**src/rtl/hbus_pkg.sv**
```systemverilog
package hbus_pkg;

    localparam int BYTE_W     = 8;
    localparam int WORD_BYTES = 4;
    localparam int WORD_W     = BYTE_W * WORD_BYTES;
    localparam int ADDR_W     = 3;
    localparam int IDX_W      = $clog2(WORD_BYTES);
    localparam int NUM_RX     = 2;

    // Low two address bits select the function; the top bit selects
    // "zero read" / "master reset write".
    typedef enum logic [1:0] {
        FN_IRQ_TXW  = 2'd0,
        FN_RX1      = 2'd1,
        FN_RX2      = 2'd2,
        FN_GEN_CTRL = 2'd3
    } bus_fn_t;

    typedef struct packed {
        logic [1:0] clk_sel;    // bits 7:6
        logic       tx_fast;    // bit 5
        logic       rx2_fast;   // bit 4
        logic       rx1_fast;   // bit 3
        logic       parity_odd; // bit 2
        logic       rx2_rst;    // bit 1
        logic       rx1_rst;    // bit 0
    } ctrl_t;

    typedef struct packed {
        logic idle_err;         // bit 2 within a receiver group
        logic par_err;          // bit 1
        logic got;              // bit 0
    } rx_stat_t;

    function automatic logic [BYTE_W-1:0] word_byte(
        input logic [WORD_W-1:0] word,
        input logic [IDX_W-1:0]  idx
    );
        return word[idx*BYTE_W +: BYTE_W];
    endfunction

endpackage

```
**src/rtl/hbus_sync.sv**
```systemverilog
module hbus_sync #(
    parameter int             W       = 1,
    parameter int             STAGES  = 2,
    parameter logic [W-1:0]   RST_VAL = '0
) (
    input  logic         clk,
    input  logic         rst,
    input  logic [W-1:0] d,
    output logic [W-1:0] q
);
    logic [W-1:0] stg [STAGES];

    always_ff @(posedge clk) begin
        if (rst) begin
            for (int s = 0; s < STAGES; s++) stg[s] <= RST_VAL;
        end else begin
            stg[0] <= d;
            for (int s = 1; s < STAGES; s++) stg[s] <= stg[s-1];
        end
    end

    assign q = stg[STAGES-1];
endmodule

```
**src/rtl/hbus_byte_seq.sv**
```systemverilog
module hbus_byte_seq
    import hbus_pkg::*;
(
    input  logic             clk,
    input  logic             rst,
    input  logic             clear,
    input  logic             step,
    output logic [IDX_W-1:0] idx
);
    localparam logic [IDX_W-1:0] LAST_IDX = IDX_W'(WORD_BYTES - 1);

    always_ff @(posedge clk) begin
        if (rst || clear)
            idx <= '0;
        else if (step)
            idx <= (idx == LAST_IDX) ? '0 : idx + 1'b1;
    end

    // a clear brings the counter back to the first byte
    assert_clear_first_R12: assert property (@(posedge clk) disable iff (rst)
        clear |=> (idx == '0));

    // stepping past the last byte wraps to the first
    assert_wrap_first_R3: assert property (@(posedge clk) disable iff (rst)
        (step && !clear && idx == LAST_IDX) |=> (idx == '0));
endmodule

```
**src/rtl/hbus_rx_stat.sv**
```systemverilog
module hbus_rx_stat
    import hbus_pkg::*;
(
    input  logic     clk,
    input  logic     rst,
    input  logic     clr,
    input  logic     valid,
    input  logic     par_err,
    input  logic     idle_err,
    output rx_stat_t stat
);
    always_ff @(posedge clk) begin
        if (rst || clr) begin
            stat <= '0;
        end else if (valid) begin
            stat.got      <= 1'b1;
            stat.par_err  <= par_err;
            stat.idle_err <= 1'b0;
        end else if (idle_err) begin
            stat.idle_err <= 1'b1;
        end
    end

    // a receiver reset empties all of its flags
    assert_reset_clears_R7: assert property (@(posedge clk) disable iff (rst)
        clr |=> (stat == '0));

    // a completed word always leaves word-received set, idle cleared
    assert_word_sets_R7: assert property (@(posedge clk) disable iff (rst)
        (valid && !clr) |=> (stat.got && !stat.idle_err));
endmodule

```
**src/rtl/hbus_host_if.sv**
```systemverilog
module hbus_host_if
    import hbus_pkg::*;
#(
    parameter int SYNC_STAGES = 2
) (
    input  logic              clk,
    input  logic              rst,
    input  logic              hard_reset_n,
    input  logic              bus_cs_n,
    input  logic              bus_rd_n,
    input  logic              bus_wr_n,
    input  logic [ADDR_W-1:0] bus_addr,
    input  logic [BYTE_W-1:0] bus_din,
    output logic [BYTE_W-1:0] bus_dout,
    input  logic [WORD_W-1:0] rx1_data,
    input  logic              rx1_valid,
    input  logic              rx1_par_err,
    input  logic              rx1_idle_err,
    input  logic [WORD_W-1:0] rx2_data,
    input  logic              rx2_valid,
    input  logic              rx2_par_err,
    input  logic              rx2_idle_err,
    input  logic              tx_empty,
    input  logic              tx_full,
    input  logic              tx_ser_bit,
    input  logic              tx_ser_clk,
    output logic              tx_push,
    output logic [WORD_W-1:0] tx_word,
    output logic [BYTE_W-1:0] rx1_label,
    output logic [BYTE_W-1:0] rx2_label,
    output logic              rx1_reset,
    output logic              rx2_reset,
    output logic              master_reset,
    output logic              parity_odd,
    output logic              rx1_fast,
    output logic              rx2_fast,
    output logic              tx_fast,
    output logic [1:0]        clk_sel
);
    localparam int BUNDLE_W = 4 + ADDR_W + BYTE_W;
    localparam logic [BUNDLE_W-1:0] BUNDLE_IDLE =
        {4'b1111, {ADDR_W{1'b0}}, {BYTE_W{1'b0}}};
    localparam logic [IDX_W-1:0] LAST_IDX = IDX_W'(WORD_BYTES - 1);
    localparam int TXBUF_W = WORD_W - BYTE_W;

    // ---------------- bus synchronisation and edge detection ----------
    logic [BUNDLE_W-1:0] bundle_s;
    logic                hrst_n_s, cs_n_s, rd_n_s, wr_n_s;
    logic [ADDR_W-1:0]   addr_s, addr_d;
    logic [BYTE_W-1:0]   din_s;
    logic                rd_n_d, wr_n_d;

    hbus_sync #(
        .W       (BUNDLE_W),
        .STAGES  (SYNC_STAGES),
        .RST_VAL (BUNDLE_IDLE)
    ) u_sync (
        .clk (clk),
        .rst (rst),
        .d   ({hard_reset_n, bus_cs_n, bus_rd_n, bus_wr_n, bus_addr, bus_din}),
        .q   (bundle_s)
    );

    assign {hrst_n_s, cs_n_s, rd_n_s, wr_n_s, addr_s, din_s} = bundle_s;

    always_ff @(posedge clk) begin
        if (rst) begin
            rd_n_d <= 1'b1;
            wr_n_d <= 1'b1;
            addr_d <= '0;
        end else begin
            rd_n_d <= rd_n_s;
            wr_n_d <= wr_n_s;
            addr_d <= addr_s;
        end
    end

    logic    wr_rise, rd_rise, hi_page;
    bus_fn_t fn;

    assign wr_rise = !cs_n_s && wr_n_s && !wr_n_d;
    assign rd_rise = !cs_n_s && rd_n_s && !rd_n_d;
    assign hi_page = addr_s[ADDR_W-1];
    assign fn      = bus_fn_t'(addr_s[1:0]);

    // ---------------- write decode ------------------------------------
    logic              wr_tx, wr_ctrl, wr_mr;
    logic [NUM_RX-1:0] wr_lbl;

    assign wr_tx     = wr_rise && !hi_page && (fn == FN_IRQ_TXW);
    assign wr_lbl[0] = wr_rise && !hi_page && (fn == FN_RX1);
    assign wr_lbl[1] = wr_rise && !hi_page && (fn == FN_RX2);
    assign wr_ctrl   = wr_rise && !hi_page && (fn == FN_GEN_CTRL);
    assign wr_mr     = wr_rise && hi_page;

    // at most one write function fires per strobe edge
    assert_wr_decode_onehot_R4: assert property (@(posedge clk) disable iff (rst)
        $onehot0({wr_tx, wr_lbl, wr_ctrl, wr_mr}));

    // ---------------- registers ---------------------------------------
    ctrl_t             ctrl_q;
    logic [BYTE_W-1:0] label_q [NUM_RX];
    logic              mr_q;
    logic [NUM_RX-1:0] lbl_pulse_q;

    always_ff @(posedge clk) begin
        if (rst) begin
            ctrl_q      <= '0;
            mr_q        <= 1'b0;
            lbl_pulse_q <= '0;
            for (int i = 0; i < NUM_RX; i++) label_q[i] <= '0;
        end else begin
            mr_q        <= wr_mr;
            lbl_pulse_q <= wr_lbl;
            if (wr_ctrl) ctrl_q <= ctrl_t'(din_s);
            for (int i = 0; i < NUM_RX; i++)
                if (wr_lbl[i]) label_q[i] <= din_s;
        end
    end

    assign master_reset = mr_q || !hrst_n_s;

    logic [NUM_RX-1:0] rx_rst_v;
    assign rx_rst_v = {ctrl_q.rx2_rst, ctrl_q.rx1_rst} | lbl_pulse_q
                    | {NUM_RX{master_reset}};

    // a master reset write leaves the control word untouched
    assert_mr_keeps_ctrl_R9: assert property (@(posedge clk) disable iff (rst)
        wr_mr |=> $stable(ctrl_q));

    // a label write is followed by that receiver's reset
    assert_lbl_resets_rx1_R11: assert property (@(posedge clk) disable iff (rst)
        wr_lbl[0] |=> rx1_reset);
    assert_lbl_resets_rx2_R11: assert property (@(posedge clk) disable iff (rst)
        wr_lbl[1] |=> rx2_reset);

    // ---------------- byte sequencers and receiver status -------------
    logic              seq_clear;
    logic [WORD_W-1:0] rx_data  [NUM_RX];
    logic [NUM_RX-1:0] rx_valid, rx_perr, rx_idle;
    logic [IDX_W-1:0]  rx_idx   [NUM_RX];
    rx_stat_t          rx_stat  [NUM_RX];

    assign seq_clear  = cs_n_s || (addr_s != addr_d) || master_reset;
    assign rx_data[0] = rx1_data;
    assign rx_data[1] = rx2_data;
    assign rx_valid   = {rx2_valid, rx1_valid};
    assign rx_perr    = {rx2_par_err, rx1_par_err};
    assign rx_idle    = {rx2_idle_err, rx1_idle_err};

    for (genvar g = 0; g < NUM_RX; g++) begin : g_rx
        logic rd_step;
        assign rd_step = rd_rise && !hi_page && (addr_s[1:0] == 2'(g + 1));

        hbus_byte_seq u_seq (
            .clk   (clk),
            .rst   (rst),
            .clear (seq_clear),
            .step  (rd_step),
            .idx   (rx_idx[g])
        );

        hbus_rx_stat u_stat (
            .clk      (clk),
            .rst      (rst),
            .clr      (rx_rst_v[g]),
            .valid    (rx_valid[g]),
            .par_err  (rx_perr[g]),
            .idle_err (rx_idle[g]),
            .stat     (rx_stat[g])
        );
    end

    // ---------------- transmit word assembly --------------------------
    logic [IDX_W-1:0]   tx_idx;
    logic [TXBUF_W-1:0] tx_buf;
    logic               tx_last;

    hbus_byte_seq u_tx_seq (
        .clk   (clk),
        .rst   (rst),
        .clear (seq_clear),
        .step  (wr_tx),
        .idx   (tx_idx)
    );

    assign tx_last = (tx_idx == LAST_IDX);

    always_ff @(posedge clk) begin
        if (rst) begin
            tx_buf  <= '0;
            tx_push <= 1'b0;
            tx_word <= '0;
        end else begin
            tx_push <= 1'b0;
            if (wr_tx && !tx_last)
                tx_buf[tx_idx*BYTE_W +: BYTE_W] <= din_s;
            if (wr_tx && tx_last && !tx_full && !master_reset) begin
                tx_push <= 1'b1;
                tx_word <= {din_s, tx_buf};
            end
        end
    end

    // no push is issued against a full queue
    assert_push_not_full_R5: assert property (@(posedge clk) disable iff (rst)
        tx_push |-> !$past(tx_full));

    // ---------------- read path ---------------------------------------
    logic [BYTE_W-1:0] irq_byte, gen_byte, dout_nxt;

    assign irq_byte = {tx_full, tx_empty, rx_stat[1], rx_stat[0]};
    assign gen_byte = {ctrl_q.clk_sel, ctrl_q.tx_fast, ctrl_q.rx2_fast,
                       ctrl_q.rx1_fast, ctrl_q.parity_odd, tx_ser_clk, tx_ser_bit};

    always_comb begin
        dout_nxt = '0;
        if (!cs_n_s && !rd_n_s && !hi_page) begin
            unique case (fn)
                FN_IRQ_TXW:  dout_nxt = irq_byte;
                FN_RX1:      dout_nxt = word_byte(rx_data[0], rx_idx[0]);
                FN_RX2:      dout_nxt = word_byte(rx_data[1], rx_idx[1]);
                FN_GEN_CTRL: dout_nxt = gen_byte;
            endcase
        end
    end

    always_ff @(posedge clk) begin
        if (rst) bus_dout <= '0;
        else     bus_dout <= dout_nxt;
    end

    // the upper half of the address map reads as zero
    assert_hi_page_zero_R1: assert property (@(posedge clk) disable iff (rst)
        $past(hi_page) |-> (bus_dout == '0));

    // ---------------- outputs -----------------------------------------
    assign rx1_label  = label_q[0];
    assign rx2_label  = label_q[1];
    assign rx1_reset  = rx_rst_v[0];
    assign rx2_reset  = rx_rst_v[1];
    assign parity_odd = ctrl_q.parity_odd;
    assign rx1_fast   = ctrl_q.rx1_fast;
    assign rx2_fast   = ctrl_q.rx2_fast;
    assign tx_fast    = ctrl_q.tx_fast;
    assign clk_sel    = ctrl_q.clk_sel;
endmodule

```
**config.mk**
```make
export PLATFORM = sky130hd
export DESIGN_NAME = hbus_host_if
export DESIGN_NICKNAME = d
export VERILOG_FILES = /design/src/rtl/hbus_pkg.sv /design/src/rtl/hbus_sync.sv /design/src/rtl/hbus_byte_seq.sv /design/src/rtl/hbus_rx_stat.sv /design/src/rtl/hbus_host_if.sv
export SDC_FILE = /design/constraint.sdc
export NUM_CORES = 1
export LEC_CHECK = 0
export BUFFER_PORTS_ARGS = -buffer_cell sky130_fd_sc_hd__buf_4
export CORE_MARGIN = 10
export CORE_UTILIZATION = 25
export DETAILED_ROUTE_END_ITERATION = 6
export HOLD_SLACK_MARGIN = 0.06
export MAX_ROUTING_LAYER = met4
export PLACE_DENSITY = 0.5
export SYNTH_ARGS = -nofsm -noshare
export SYNTH_HDL_FRONTEND = slang
export SYNTH_SLANG_ARGS = --single-unit
```
**constraint.sdc**
```tcl
create_clock -name clk -period 2.2 [get_ports clk]
set_input_delay 0.11 -clock clk [delete_from_list [all_inputs] [get_ports clk]]
set_output_delay 0.11 -clock clk [all_outputs]
set_load 0.02 [all_outputs]
```
# After elaboration in Yosys (flattened, before gate mapping)
# Memories as Yosys holds them, arrays and structs flattened.
# Index checks and enable logic that the tools add are counted.
# totals
inputBits	91
ramBits	46
reg_bits	93
output_inout_bits	66
wordCells	106
mem_count	2
# memory_table
name	depth	word_bits	read_ports	rd_ports_with_merged_regs	write_ports	line	rtl
u_sync.stg	2	15	2	0	2	hbus_sync.sv:11	logic [W-1:0] stg [STAGES];
label_q	2	8	2	0	2	hbus_host_if.sv:102	logic [BYTE_W-1:0] label_q [NUM_RX];
# op_classes
n_bitwise	7
addsub	4
mux	19
n_reduce_logical	38
shift	4
n_eq_ne	7
# ops
cell	n
$shiftx A32 B6 Y8	2
$neg A5 Y34	1
$shift A8 B34 Y24 const A	1
$shiftx A8 B34 Y24	1
$pmux W8 S4	1
$mux W15	2
$bwmux W24	1
$logic_and A1 B1 Y1	19
$mux W8	2
$eq A2 B2 Y1 const B	5
$mux W1	10
$logic_not A1 Y1	9
$add A2 B1 Y2 const B	3
$logic_or A1 B1 Y1	6
$mux W2	3
$reduce_or A2 Y1	3
$or A1 B1 Y1	4
$or A2 B2 Y2	2
$ne A3 B3 Y1	1
$eq A2 B1 Y1 const B	1
$logic_not A2 Y1	1
$not A1 Y1	1

# Longest topological paths before layout
# Gate-level depths: netlist of run 1.
# depth
ltp_word	9
mapped_depth	6
depth_no_buf	5

# By module
# Synthesis of run 1 repeated with hierarchy kept, for this count alone.
# hier_totals
hier_cells	565
hier_area_um2	5963.2
# modules_own_cells
module	cells_each	seq_area_each_um2	instances	area_per_inst_um2
hbus_host_if	445	2102.0	1	4558.1
hbus_sync	78	600.6	1	922.1
hbus_byte_seq	8	40.0	3	95.1
hbus_rx_stat	9	60.1	2	98.8

# Worst setup path before layout of run 1
# No wires, ideal clock.
# synth_timing
path_kind	flip-flop to flip-flop
from	memory u_sync.stg[0][28] (netlist name)
to	memory label_q[0][0] (enable)
synth_period_minus_slack_ns	2.032
setup_slack_ns	0.168
path_stages_with_launch	5
setup_time_ns	0.375
required_time_ns	1.825
n_path_buf	2
arrival_time_ns	1.657
path_cell_list	dfxtp_1 > or4b_1 > buf_6 > clkbuf_1 > o21bai_1
# synth_rtl
element	line
start, declared	hbus_sync.sv:11
end, declared	hbus_host_if.sv:102

==> results.yml, run 1 <==
status:
  outcome: "completed"
cts:
  worst_skew_pair.late_latency_ps: 430
  cts_tree: "done"
  cts_setup_buffers: 0
  clock-sinks: 139
  root_buffer: "clkbuf_16"
  clockBufferDepth: 2
  cts_max_level: 4
  cts_made_buffers: 17
  cts.clk_slew.worst_paths_ps: 60
critical_path:
  crit_type: "flop to flop"
  path_max_fanout: 8
  endpoint_kind: "flop"
  cp.arrival_ps: 2330
  cp-start-kind: "flop"
  worstPathRequired_ps: 2530
yosys:
  syn_area_per_cell_um2: 10.9
  synth_cells: 526
  ys_types: 44
  ys_ff_latch: 139
  yosysSeqAreaShare_pct: 51.2
  synth_edf_count: 16
  ys_warn_count: 0
  synth_nets: 624
  netlist_area_mm2: 0.00574
  synth-async-reset-ratio_pct: 0
  synth_top_flop_cell: "dfxtp_1"
routing:
  drc_errors: 0
  vias_per_cell: 4.35
  firstDrtPassIters: 4
  first_iter_violations: 266
  wl_per_cell_um: 16.6
  route.vias.total: 4355
  wirelength_mm: 16.6
  postRouteAntennaNets: 0
placement:
  gp_congestion: 0.756
  post-dp-hpwl_mm: 12.8
  placed_cell_area_mm2: 0.00721
  place.port_buffers: 156
power:
  p_total_mw: 5.87
  powerDensity_mw_per_mm2: 729
  peakVddDrop_v: 0.000364
  power_leakage_nw: 3.25
timing:
  clock-skew-final_ps: 12.4
  fmax_mhz: 502
  rsz0062_at_grt: "false"
  finalSetupTns_ps: 0
  setup_viol: 0
  fin_crit_sh_pct: 90.6
  tightest_slew_ps: 815
  maxSlewViolCount: 0
  fin_crit_ps: 1990
  maxSlewHeadroom_pct: 45.6
  finalHoldViolCount: 0
  hold-worst-slack_ps: 88.9
layout:
  drive_gt1_share_pct: 34.5
  syn_to_final_growth_pct: 40.1
  fin_area_mm2: 0.00805
  diodes: 0
  finalNetCount: 801
die:
  chipHeight_um: 172
  die_x_um: 172
  pin_count: 157
  rows: 55
  core-area_mm2: 0.0226
  die_area_mm2: 0.0294
  start_util_pct: 25.4
min_path:
  min_path_type: "input port to flop"
global_route:
  grt_pass1_vias: 4634
  overflow: 0
  antenna_found_initial: 0
  grt_max_degree: 71
  gr-usage-all-layers_pct: 11.6
  grt_first_pass_wirelength_mm: 25.7
job:
  drv_cap: 0
registers in the layout, summed over array words and instances (netlist names), 2 cells and up:
register	flops
tx_word	32
label_q	16
addr_d	3
lbl_pulse_q	2
u_sync.stg	30
bus_dout	8
u_tx_seq.idx	2
ctrl_q	2
g_rx.u_seq.idx	4
clk_sel	2
tx_buf	24
g_rx.u_stat.stat	6
cells in the mapped netlist (all sizes together), types with 3 or more instances:
cell type | count | area share [%]
dfxtp | 123 | 43
mux2i | 58 | 10
nand2b | 50 | 5.4
nor2b | 42 | 4.6
nand2 | 29 | 1.9
mux2 | 24 | 4.7
clkbuf | 23 | 1.5
o21ai | 22 | 1.9
edfxtp | 16 | 8.4
a21oi | 14 | 1.2
nor2 | 12 | 0.78
or2 | 12 | 1.3
buf | 11 | 1.1
nand3 | 10 | 0.87
a211oi | 9 | 1.3
and2 | 9 | 0.98
mux4 | 8 | 3.1
ha | 7 | 1.5
nor3 | 7 | 1.2
inv | 6 | 0.39
o32ai | 6 | 0.91
nor3b | 3 | 0.39
nor4b | 3 | 0.46
xnor2 | 3 | 0.46
cells by family after synthesis:
kind of cell	after synthesis	share of synthesized area [%]
xor gates and xnor gates	3	0.458
AOI/OAI and AO/OA	54	5.66
buffers and inverters	40	3.03
and+or+nand+nor	193	20.1
adders and majority gates	7	1.52
DFF	139	51.2
muxes	90	17.9
stage by stage:
step                instances  utilization (%)  worst slack [ps]
floorplan                 526                -               168
global placement          945             31.8               298
detailed placement        945             31.8               195
CTS                      1001             35.5               177
global route             1001             35.5              81.7
finish                   1001             35.5               207
final cells by class:
cell class | instances | area [um2]
flip-flops and latches | 139 | 2940
clock buffers | 17 | 425
clock inverters | 15 | 171
inverters | 6 | 22.5
well taps | 285 | 357
repair buffers | 192 | 1500
fillers | 2253 | 14600
multi-input cells | 347 | 2630
power by group:
part           switching, mW  total (mW)  leakage [nW]  internal (mW)
logic                  0.152       0.381          1.79          0.229
clock network           1.23        2.85         0.291           1.62
registers             0.0283        2.64          1.16           2.61
total                   1.41        5.87          3.25           4.46
worst paths after layout:
| check | start | to | slack (ps) | cells after the start |
|---|---|---|---|---|
| hold / removal | tx_full | bus_dout[7] | 90 | 3 |
| hold reg to reg | u_sync.stg[0][11] | u_sync.stg[0][26] | 410 | 1 |
| setup reg to reg | u_sync.stg[0][28] | tx_buf[20] | 210 | 4 |
| setup / recovery | u_sync.stg[0][28] | tx_buf[20] | 210 | 4 |
critical path: stages (launching register included):
cell and delay, ps:
dfxtp_1 370, or4b_1 600, buf_4 210, nor3_4 450, mux2i_1 280
layout by cell type, fill, tap and decap left out, types with 5 or more instances in the layout:
cell / synthesis / routed
buf_4: 2 / 168
dfxtp_1: 123 / 123
mux2i_1: 58 / 58
nand2b_1: 50 / 50
nor2b_1: 42 / 42
nand2_1: 29 / 29
dlygate4sd3_1: 0 / 24
mux2_2: 22 / 22
o21ai_0: 22 / 22
clkbuf_16: 0 / 17
edfxtp_1: 16 / 16
a21oi_1: 14 / 14
nor2_1: 12 / 12
or2_2: 12 / 12
nand3_1: 10 / 10
and2_1: 8 / 8
mux4_2: 8 / 8
a211oi_1: 8 / 8
ha_1: 7 / 7
inv_1: 6 / 6
o32ai_1: 6 / 6
inv_8: 0 / 5
routing by layer:
metal / wire (um) / share of wire, % / global-route usage [%]
met4: 325 / 2.0 / 4.69
met2: 8070 / 49 / 19.0
met3: 869 / 5.2 / 2.52
met5: 0 / 0 / -
met1: 7370 / 44 / 13.6
what timing repair did:
action                     in CTS  in global routing
hold buffers                   24                  0
setup endpoints to repair       0                  0
resized for setup               0                  0
hold endpoints to repair       24                  0
No activity file was read; power rests on OpenSTA's default activity.
==> run 2, diff against run 1 <==
--- a/config.mk
+++ b/config.mk
@@ -7,11 +7,11 @@
 export LEC_CHECK = 0
 export BUFFER_PORTS_ARGS = -buffer_cell sky130_fd_sc_hd__buf_4
 export CORE_MARGIN = 10
-export CORE_UTILIZATION = 25
+export CORE_UTILIZATION = 40
 export DETAILED_ROUTE_END_ITERATION = 6
 export HOLD_SLACK_MARGIN = 0.06
 export MAX_ROUTING_LAYER = met4
-export PLACE_DENSITY = 0.5
+export PLACE_DENSITY = 0.7
 export SYNTH_ARGS = -nofsm -noshare
 export SYNTH_HDL_FRONTEND = slang
 export SYNTH_SLANG_ARGS = --single-unit
==> run 2 against run 1 <==
Effect of this change: clock power grew 2%; die area fell by 34%; via count up 1.1%; count of clock-buffer cells in the layout up 4; routed wire length decreased by 7.0%; hold slack lost 7.0 ps; register-to-register slack about the same; clock skew decreased by 4.7 ps; design area shrank 1.6%; non-clock buffer count decreased by 2; critical path type unchanged; largest cell class unchanged.
==> results.yml, run 2 (synthesis results as in run 1) <==
global_route:
  grt_first_pass_wirelength_mm: 24.9
  grt_pass1_vias: 4722
  overflow: 0
  gr-usage-all-layers_pct: 16.0
  grt_max_degree: 75
  antenna_found_initial: 0
critical_path:
  cp.arrival_ps: 2330
  slowest_delay_ps: 610
  worstRegToRegCells: 4
  cp-start-kind: "flop"
  crit_path_top_delay_cell: "or4b_1"
  path_cells: "or4b_1 > buf_4 > nor3_4 > mux2i_1"
  crit_cells: 4
  path_max_fanout: 8
  worstPathRequired_ps: 2540
  endpoint_kind: "flop"
  crit_type: "flop to flop"
  crit_buf_inv: 1
  path_delay_family: "simple AND/OR/NAND/NOR gates"
timing:
  fin_crit_sh_pct: 90.4
  finalHoldViolCount: 0
  finalSetupTns_ps: 0
  setup_viol: 0
  maxSlewViolCount: 0
  rsz0062_at_grt: "false"
  clock-skew-final_ps: 7.71
  fin_crit_ps: 1990
  fmax_mhz: 503
  tightest_slew_ps: 776
  maxSlewHeadroom_pct: 48.2
  hold-worst-slack_ps: 81.9
routing:
  drc_errors: 0
  wl_per_cell_um: 17.3
  route.vias.total: 4403
  first_iter_violations: 200
  vias_per_cell: 4.93
  postRouteAntennaNets: 0
  firstDrtPassIters: 4
  wirelength_mm: 15.5
layout:
  top_register: "tx_word"
  biggestRegsByFlops: "tx_word x32, u_sync.stg x30, tx_buf x24"
  largest_register_ffs: 32
  syn_to_final_growth_pct: 37.8
  layout_commonest_cell: "buf_4"
  diodes: 0
  drive_gt1_share_pct: 34.3
  finalNetCount: 799
  layout_common_cells: "buf_4, dfxtp_1, mux2i_1, nand2b_1, nor2b_1"
power:
  peakVddDrop_v: 0.000520
  powerDensity_mw_per_mm2: 747
  p_total_mw: 5.91
  power_leakage_nw: 3.24
placement:
  place.port_buffers: 156
  gp_congestion: 0.900
  post-dp-hpwl_mm: 11.6
cts:
  root_buffer: "clkbuf_16"
  cts_made_buffers: 17
  cts-resized-gates: 0
  cts.clk_slew.worst_paths_ps: 60
  clockBufferDepth: 2
  cts_max_level: 4
  cts_tree: "done"
  clock-sinks: 139
  worst_skew_pair.late_latency_ps: 410
die:
  die_x_um: 140
  rows: 43
  pin_count: 157
  start_util_pct: 41.1
  core-area_mm2: 0.0140
  chipHeight_um: 140
  die_area_mm2: 0.0196
min_path:
  worstHoldPathCells: 3
  min_path_type: "input port to flop"
job:
  drv_cap: 0
status:
  outcome: "completed"
run 2: per-stage QoR:
step / std cells / setup slack [ps] / area, um2 / utilization (%)
final: 894 / 212 / 7920 / 56.6
after global routing: 894 / 110 / 7920 / 56.6
after CTS: 894 / 209 / 7920 / 56.6
after detailed placement: 839 / 236 / 7070 / 50.6
after global placement: 839 / 317 / 7070 / 50.6
after floorplan: 526 / 168 / 5740 / -
run 2: per-layer routing:
layer | track usage (%) | vias to the layer above | wire [um]
li1 | - | 2174 | -
met3 | 3.98 | 21 | 755
met4 | 5.98 | 0 | 252
met1 | 18.2 | 2073 | 6900
met5 | - | - | 0
met2 | 26.7 | 135 | 7560
run 2: final cells by class:
cell class | instances | area [um2]
well taps | 180 | 225
inverters | 6 | 22.5
flip-flops and latches | 139 | 2940
fillers | 1225 | 6070
repair buffers | 190 | 1480
clock inverters | 11 | 133
clock buffers | 21 | 482
multi-input cells | 347 | 2630
run 2: worst reg2reg max path: stages (launching register included):
cell and delay (ps):
dfxtp_1 370, or4b_1 610, buf_4 210, nor3_4 470, mux2i_1 260
run 2: what timing repair did:
action                                 CTS  global route
buffers inserted                         0             0
endpoints found under the hold margin   23             0
hold buffers                            23             0
setup endpoints to repair                0             0
run 2: worst paths after layout:
| kind | start | slack [ps] | to |
|---|---|---|---|
| setup / recovery | u_sync.stg[0][28] | 210 | tx_buf[23] |
| hold / removal | tx_full | 80 | bus_dout[7] |
| setup reg to reg | u_sync.stg[0][28] | 210 | tx_buf[23] |
| hold reg to reg | u_sync.stg[0][11] | 410 | u_sync.stg[0][26] |
run 2: where the power goes:
group          switching, mW  internal, mW
Sequential            0.0285          2.61
Clock                   1.09          1.81
Combinational          0.147         0.227
==> run 3, diff against run 2 <==
--- a/config.mk
+++ b/config.mk
@@ -12,6 +12,7 @@
 export HOLD_SLACK_MARGIN = 0.06
 export MAX_ROUTING_LAYER = met4
 export PLACE_DENSITY = 0.7
+export SKIP_CTS_REPAIR_TIMING = 1
 export SYNTH_ARGS = -nofsm -noshare
 export SYNTH_HDL_FRONTEND = slang
 export SYNTH_SLANG_ARGS = --single-unit
==> constraint.sdc (replaced) <==
create_clock -name clk -period 2.5 [get_ports clk]
set_input_delay 0.125 -clock clk [delete_from_list [all_inputs] [get_ports clk]]
set_output_delay 0.125 -clock clk [all_outputs]
set_load 0.02 [all_outputs]
==> run 3 against run 2 <==
Effect of this change: sequential power is 12% lower; first-iteration DRC count is 3.5% higher; combinational power is 13% lower; design area is 0.90% lower; largest cell class unchanged; core utilization is 0.51 points lower; die area stayed put; count of clock-buffer cells in the layout is 4 lower; routed wire length is 1.6% lower; global-route usage is 0.068 points lower.
==> results.yml, run 3 (synthesis results as in run 1) <==
timing:
  setup_ws_ps: 302
  tightest_slew_ps: 774
  maxSlewViolCount: 0
  clock-skew-final_ps: 10.2
  fmax_mhz: 455
  fin_crit_ps: 2200
  maxSlewHeadroom_pct: 48.3
  finalSetupTns_ps: 0
  setup_viol: 0
  rsz0062_at_grt: "false"
  finalHoldViolCount: 0
  hold-worst-slack_ps: 68.0
  fin_crit_sh_pct: 87.9
critical_path:
  cp-start-kind: "flop"
  path_max_fanout: 13
  endpoint_kind: "flop"
  worstPathRequired_ps: 2840
  crit_type: "flop to flop"
  cp.arrival_ps: 2540
global_route:
  grt_first_pass_wirelength_mm: 24.7
  overflow: 0
  grt_max_degree: 80
  grt_pass1_vias: 4625
  antenna_found_initial: 0
  gr-usage-all-layers_pct: 16.0
layout:
  top_register: "tx_word"
  finalNetCount: 796
  biggestRegsByFlops: "tx_word x32, u_sync.stg x30, tx_buf x24"
  instances_no_fill: 891
  fillerInstances: 1210
  syn_to_final_growth_pct: 36.6
  regArea_mm2: 0.00294
  layout_commonest_cell: "buf_4"
  diodes: 0
  fin_area_mm2: 0.00785
  final_util_pct: 56.1
  layout_common_cells: "buf_4, dfxtp_1, mux2i_1, nand2b_1, nor2b_1"
  drive_gt1_share_pct: 34.5
  multi_input_area_mm2: 0.00263
  largest_register_ffs: 32
power:
  pwr-share-clk_pct: 47.6
  switching_share_pct: 24.4
  share_comb_of_total_power_pct: 6.5
  peakVddDrop_v: 0.000442
  internal_power_mw: 3.82
  p_total_mw: 5.05
  switchingPower_mw: 1.23
  power_leakage_nw: 3.21
  seqPwrFrac_pct: 45.9
  powerDensity_mw_per_mm2: 644
die:
  pin_count: 157
  core-area_mm2: 0.0140
  rows: 43
  start_util_pct: 41.1
  die_x_um: 140
  die_area_mm2: 0.0196
  chipHeight_um: 140
placement:
  placed_cell_area_mm2: 0.00706
  place_ws_ps: 347
  place.port_buffers: 156
  gp_congestion: 0.910
  post-dp-hpwl_mm: 11.6
  dp_cells: 838
cts:
  clockBufferDepth: 2
  clock-sinks: 139
  cts_max_level: 4
  cts.clk_slew.worst_paths_ps: 60
  root_buffer: "clkbuf_16"
  worst_skew_pair.late_latency_ps: 420
  cts_made_buffers: 17
  cts_tree: "done"
min_path:
  min_path_type: "input port to flop"
routing:
  route.vias.total: 4409
  drc_errors: 0
  firstDrtPassIters: 4
  wl_per_cell_um: 17.1
  postRouteAntennaNets: 0
  vias_per_cell: 4.95
  first_iter_violations: 207
  wirelength_mm: 15.2
job:
  drv_cap: 0
status:
  outcome: "completed"
## run 3: final timing paths
path / startpoint / end / slack [ps] / cells after the start
setup / recovery: u_sync.stg[0][28] / tx_buf[21] / 300 / 4
hold / removal: tx_empty / bus_dout[6] / 70 / 3
setup reg to reg: u_sync.stg[0][28] / tx_buf[21] / 300 / 4
hold reg to reg: u_sync.stg[0][11] / u_sync.stg[0][26] / 410 / 1
## run 3: layout make-up
cell class                      count  area share [%]
Clock buffer                       17            5.42
Clock inverter                     15            1.85
Inverter                            6           0.287
Multi-Input combinational cell    347            33.5
Sequential cell                   139            37.5
Tap cell                          180            2.87
Timing Repair Buffer              187            18.6
## run 3: per-layer routing
metal / global-route usage (%) / wire length, um / vias to the layer above
met3: 4.63 / 843 / 18
li1: - / - / 2177
met5: - / 0 / -
met2: 25.3 / 7590 / 144
met1: 18.8 / 6560 / 2070
met4: 5.98 / 229 / 0
## run 3: worst max-delay path: stages, from the launching register on
cell and delay [ps]:
dfxtp_1 370, or4b_1 750, buf_4 270, nor3_4 460, mux2i_1 270
## run 3: power groups by stage
| stage | combinational (mW) | clock [mW] | sequential (mW) |
|---|---|---|---|
| 2_1_floorplan | 0.133 | 0 | 2.37 |
| 3_3_place_gp | 0.298 | 0 | 2.37 |
| 3_5_place_dp | 0.303 | 0 | 2.37 |
| 4_1_cts | 0.304 | 2.44 | 2.32 |
| 5_1_grt | 0.353 | 2.55 | 2.32 |
| 6_report | 0.327 | 2.41 | 2.32 |
